File: config.mk
export PLATFORM = sky130hd
export DESIGN_NAME = phy_mgmt_responder
export DESIGN_NICKNAME = d
export VERILOG_FILES = /design/src/rtl/phy_mgmt_pkg.sv /design/src/rtl/phy_mgmt_regfile.sv /design/src/rtl/phy_mgmt_status.sv /design/src/rtl/phy_mgmt_responder.sv
export SDC_FILE = /design/constraint.sdc
export NUM_CORES = 1
export LEC_CHECK = 0
export ABC_AREA = 0
export CORE_MARGIN = 10
export CORE_UTILIZATION = 35
export DETAILED_ROUTE_END_ITERATION = 12
export MAX_ROUTING_LAYER = met4
export PLACE_DENSITY = 0.46
export SETUP_SLACK_MARGIN = 0.1
export SLEW_MARGIN = 20
export SYNTH_ARGS = -nofsm -noshare
export SYNTH_HDL_FRONTEND = slang
export SYNTH_HIERARCHICAL = 1
export SYNTH_SLANG_ARGS = --single-unit
File: constraint.sdc
create_clock -name clk -period 4.25 [get_ports clk]
set_input_delay 0.6375 -clock clk [delete_from_list [all_inputs] [get_ports clk]]
set_output_delay 0.6375 -clock clk [all_outputs]
set_load 0.01 [all_outputs]
File: src/rtl/phy_mgmt_pkg.sv
package phy_mgmt_pkg;

    localparam int IDX_W  = 5;
    localparam int DATA_W = 16;

    typedef enum logic [2:0] {
        KIND_PLAIN,
        KIND_LINK_STAT,
        KIND_PARTNER,
        KIND_SPEED_ID,
        KIND_DIAG
    } read_kind_e;

    localparam logic [IDX_W-1:0] IDX_LINK_STAT = 5'd1;
    localparam logic [IDX_W-1:0] IDX_ADV       = 5'd4;
    localparam logic [IDX_W-1:0] IDX_PARTNER   = 5'd5;
    localparam logic [IDX_W-1:0] IDX_SPEED_ID  = 5'd17;
    localparam logic [IDX_W-1:0] IDX_DIAG      = 5'd18;

    localparam logic [DATA_W-1:0] LINK_STAT_UP  = 16'h782E;
    localparam logic [DATA_W-1:0] PARTNER_FIXED = 16'h4001;
    localparam logic [DATA_W-1:0] PARTNER_MASK  = 16'h01E0;
    localparam logic [DATA_W-1:0] SPEED_GIGA    = 16'h8000;

    function automatic read_kind_e kind_of(input logic [IDX_W-1:0] idx);
        read_kind_e k;
        if (idx == IDX_LINK_STAT)      k = KIND_LINK_STAT;
        else if (idx == IDX_PARTNER)   k = KIND_PARTNER;
        else if (idx == IDX_SPEED_ID)  k = KIND_SPEED_ID;
        else if (idx == IDX_DIAG)      k = KIND_DIAG;
        else                           k = KIND_PLAIN;
        return k;
    endfunction

    function automatic logic [DATA_W-1:0] reset_word(input int idx);
        logic [DATA_W-1:0] v;
        case (idx)
            0:       v = 16'h3100;
            2:       v = 16'h0300;
            3:       v = 16'hE400;
            4:       v = 16'h01E1;
            default: v = '0;
        endcase
        return v;
    endfunction

endpackage

File: src/rtl/phy_mgmt_regfile.sv
module phy_mgmt_regfile
    import phy_mgmt_pkg::*;
#(
    parameter int IW = IDX_W,
    parameter int DW = DATA_W
) (
    input  logic          clk,
    input  logic          rst_n,
    input  logic          wr_en,
    input  logic [IW-1:0] idx,
    input  logic [DW-1:0] wr_data,
    output logic [DW-1:0] raw_word,
    output logic [DW-1:0] adv_word
);

    localparam int NREGS = 1 << IW;

    logic [DW-1:0] mem_q [NREGS];

    always_ff @(posedge clk or negedge rst_n) begin
        if (!rst_n) begin
            for (int i = 0; i < NREGS; i++) begin
                mem_q[i] <= reset_word(i);
            end
        end else if (wr_en) begin
            mem_q[idx] <= wr_data;
        end
    end

    always_comb begin
        raw_word = mem_q[idx];
        adv_word = mem_q[IDX_ADV];
    end

endmodule

File: src/rtl/phy_mgmt_status.sv
module phy_mgmt_status
    import phy_mgmt_pkg::*;
#(
    parameter int IW = IDX_W,
    parameter int DW = DATA_W
) (
    input  logic [IW-1:0] idx,
    input  logic          link_up,
    input  logic [DW-1:0] raw_word,
    input  logic [DW-1:0] adv_word,
    output logic [DW-1:0] answer
);

    read_kind_e kind;
    logic       fast_mode;
    logic       full_duplex;

    always_comb begin
        kind        = kind_of(idx);
        fast_mode   = adv_word[7] | adv_word[8];
        full_duplex = adv_word[8] | adv_word[6];
        answer      = '0;
        unique case (kind)
            KIND_PLAIN:     answer = raw_word;
            KIND_LINK_STAT: answer = link_up ? LINK_STAT_UP : '0;
            KIND_PARTNER:   answer = PARTNER_FIXED | (adv_word & PARTNER_MASK);
            KIND_SPEED_ID:  answer = SPEED_GIGA;
            KIND_DIAG: begin
                if (link_up) begin
                    answer[10] = fast_mode;
                    answer[11] = full_duplex;
                end
            end
        endcase
    end

endmodule

File: src/rtl/phy_mgmt_responder.sv
module phy_mgmt_responder
    import phy_mgmt_pkg::*;
(
    input  logic              clk,
    input  logic              rst_n,
    input  logic              link_up,
    input  logic [IDX_W-1:0]  req_idx,
    input  logic              wr_en,
    input  logic [DATA_W-1:0] wr_data,
    input  logic              rd_en,
    output logic [DATA_W-1:0] rd_data
);

    logic [DATA_W-1:0] raw_word;
    logic [DATA_W-1:0] adv_word;
    logic [DATA_W-1:0] answer;
    logic [DATA_W-1:0] rd_data_q;

    phy_mgmt_regfile #(.IW(IDX_W), .DW(DATA_W)) u_regs (
        .clk      (clk),
        .rst_n    (rst_n),
        .wr_en    (wr_en),
        .idx      (req_idx),
        .wr_data  (wr_data),
        .raw_word (raw_word),
        .adv_word (adv_word)
    );

    phy_mgmt_status #(.IW(IDX_W), .DW(DATA_W)) u_status (
        .idx      (req_idx),
        .link_up  (link_up),
        .raw_word (raw_word),
        .adv_word (adv_word),
        .answer   (answer)
    );

    // Read register: loads the pre-write answer on a strobe, holds otherwise.
    always_ff @(posedge clk or negedge rst_n) begin
        if (!rst_n) begin
            rd_data_q <= '0;
        end else if (rd_en) begin
            rd_data_q <= answer;
        end
    end

    assign rd_data = rd_data_q;


    rd_hold_chk: assert property (@(posedge clk) disable iff (!rst_n)
        !rd_en |=> $stable(rd_data));


    speed_id_chk: assert property (@(posedge clk) disable iff (!rst_n)
        (rd_en && req_idx == IDX_SPEED_ID) |=> (rd_data == 16'h8000));


    stat_down_chk: assert property (@(posedge clk) disable iff (!rst_n)
        (rd_en && req_idx == IDX_LINK_STAT && !link_up) |=> (rd_data == '0));


    diag_down_chk: assert property (@(posedge clk) disable iff (!rst_n)
        (rd_en && req_idx == IDX_DIAG && !link_up) |=> (rd_data == '0));


    partner_flags_chk: assert property (@(posedge clk) disable iff (!rst_n)
        (rd_en && req_idx == IDX_PARTNER) |=>
            (rd_data[14] && rd_data[0] && !rd_data[15] && rd_data[4:1] == 4'd0));

endmodule

==> impl_metrics.toml <==
[setup_path]
max_stage_delay_ns = 0.85
critPathBufInv = 2
r2r-end = "rd_data[1]"
cp-start-kind = "primary input"
crit_chain = "clkdlybuf4s50_1 -> or4bb_1 -> buf_4 -> o22ai_1 -> nor4_1 -> nand2_1 -> a21o_1 -> mux2_2"
cp.depth = 8
critical_path.top_delay_family = "simple AND/OR/NAND/NOR gates"
rr_worst_depth = 6
cp-endpoint = "rd_data[1]"
critical_path_class = "in -> reg"
startpoint = "req_idx[0]"
r2r-start = "u_regs/mem_q[81]"
worstPathArrival_ns = 3.94
required_ns = 4.75
endpoint_kind = "register"
path_max_fanout = 19
critical-path-slowest-cell = "nor4_1"
rrSetupSlack_ns = 1.94

[floorplan]
fp.dieW_um = 286
dieHeight_um = 286
io_pins = 42
rows = 97
start_util_pct = 35.3
die_area_sq_mm = 0.0816
core-area_sq_mm = 0.0700

[clocking]
clock_sink_count = 528
cts_buffers = 60
cts-root-buf = "clkbuf_16"
holdBufCountCts = 0
post-cts-setup-buffer-count = 0
clkSlewWorstSetupHoldPaths_ns = 0.06
cts-htree-levels = 2
ctsResizeCount = 0
insertion_delay_ns = 0.63
ctsLongestPathBuffers = 3
cts_tree = "yes"

[yosys]
synth_area_per_cell_sq_um = 14.1
synth.net_count = 1773
synthCells = 1747
synth_area_sq_mm = 0.0247
synth_warnings = 6

[place]
placed_cells = 2653
place.detailed.hpwl_um = 45400
dp_slack_ns = 0.126
dpl_cell_area_sq_mm = 0.0262
gp_congestion = 0.796
portBuffers = 41

[timing]
fin_crit_sh_pct = 80.9
finalCriticalPeriod_ns = 3.44
setup-tns-final_ns = 0
hold_viol = 0
setup_slack_ns = 0.813
holdWs_ns = 0.0799
worst_pin_slew_ns = 1.07
rsz0062_at_grt = "no"
relSlewSlack_pct = 28.5
setup_viol = 0
slew_viol_final = 0
timing.fmax_ghz = 0.291
skew_ns = 0.0194

[layout]
layout-drive-gt1-share_pct = 42.2
final_util_pct = 40.3
areaGrowthSynthToFinish_pct = 14.3
fin_cells = 2768
stdcell_area_sq_mm = 0.0282
nets = 1801

[route]
finalWirelength_um = 71100
remaining_drc_errors = 0
avgRoutedWirePerCell_um = 25.7
antenna_left = 0
drtIter0Drc = 882
firstDrtPassIters = 5
num_vias = 14700
drt-vias-per-instance = 5.32

[pwr]
power_frac_seq_pct = 46.5
internal_power_mw = 10.4
ir_drop_v = 0.000287
power.switching_mw = 3.68
p_total_mw = 14.1
clkPwrFrac_pct = 37.5
sw_frac_of_total_pct = 26.1
power_leakage_nw = 12.9
combPwrFrac_pct = 16.0
power_density_mw_per_mm2 = 500

[global_routing]
grt_pass1_wl_um = 107000
grt_pass1_vias = 15400
grt_max_degree = 107
grt-ovfl-total = 0
grtUsageTotal_pct = 17.8
antenna_found_initial = 0

[run_status]
status = "complete, no violations"

[min_path]
hold_path.class = "in -> async"

[run]
maxCapViolations = 0
[sequential cells by signal, summed over array words and instances, names as in the netlist]
register         cells
u_regs/mem_q       496
rd_data             16
u_regs/adv_word     16
[cell usage in the layout, fill, tap and decap left out, types with 6 or more instances in the layout]
master	instances
clkbuf_8	16
buf_12	15
clkinv_2	13
nor2_1	7
nor2_2	8
nor2_4	6
nand2_1	18
mux2_1	13
buf_4	68
nand2_2	12
dfstp_2	14
mux2i_1	256
o22ai_1	128
dfrtp_1	514
nor4_1	32
clkbuf_16	61
mux2_4	20
clkbuf_1	15
mux2_2	496
clkdlybuf4s50_1	35
[layout make-up]
type | count | area [sq um]
Sequential cell | 528 | 13200
Antenna cell | 1 | 2.50
Clock inverter | 22 | 226
Tap cell | 940 | 1180
Multi-Input combinational cell | 1061 | 10600
Timing Repair Buffer | 124 | 1210
Fill cell | 6530 | 41800
Clock buffer | 92 | 1800
[power groups by stage]
| stage | clock network (mW) | logic (mW) | registers, mW |
|---|---|---|---|
| 6_report | 5.29 | 2.25 | 6.56 |
| 5_1_grt | 5.66 | 2.45 | 6.69 |
| 4_1_cts | 5.46 | 2.29 | 6.56 |
| 3_5_place_dp | 0 | 2.29 | 6.65 |
| 3_3_place_gp | 0 | 2.26 | 6.61 |
| 2_1_floorplan | 0 | 1.56 | 6.48 |
[how the worst min path moves through the flow]
stage / startpoint / endpoint / slack [ns] / cells past startpoint
after floorplan: rst_n / rd_data[0] / 0.34 / 0
after global placement: u_regs/mem_q[282] / u_regs/mem_q[282] / 0.47 / 1
after detailed placement: u_regs/mem_q[318] / u_regs/mem_q[318] / 0.47 / 1
after CTS: rst_n / u_regs/mem_q[321] / 0.12 / 1
after global routing: rst_n / u_regs/mem_q[321] / 0.12 / 1
final: rst_n / u_regs/mem_q[195] / 0.08 / 1
[layer usage]
layer / share of wire (%) / up-vias / track usage, %
met4: 1.6 / 0 / 3.65
met5: 0 / - / -
met1: 48 / 7869 / 24.6
met2: 46 / 262 / 27.5
li1: - / 6517 / -
met3: 4.3 / 85 / 2.86
Power figures use the tool's default switching activity.
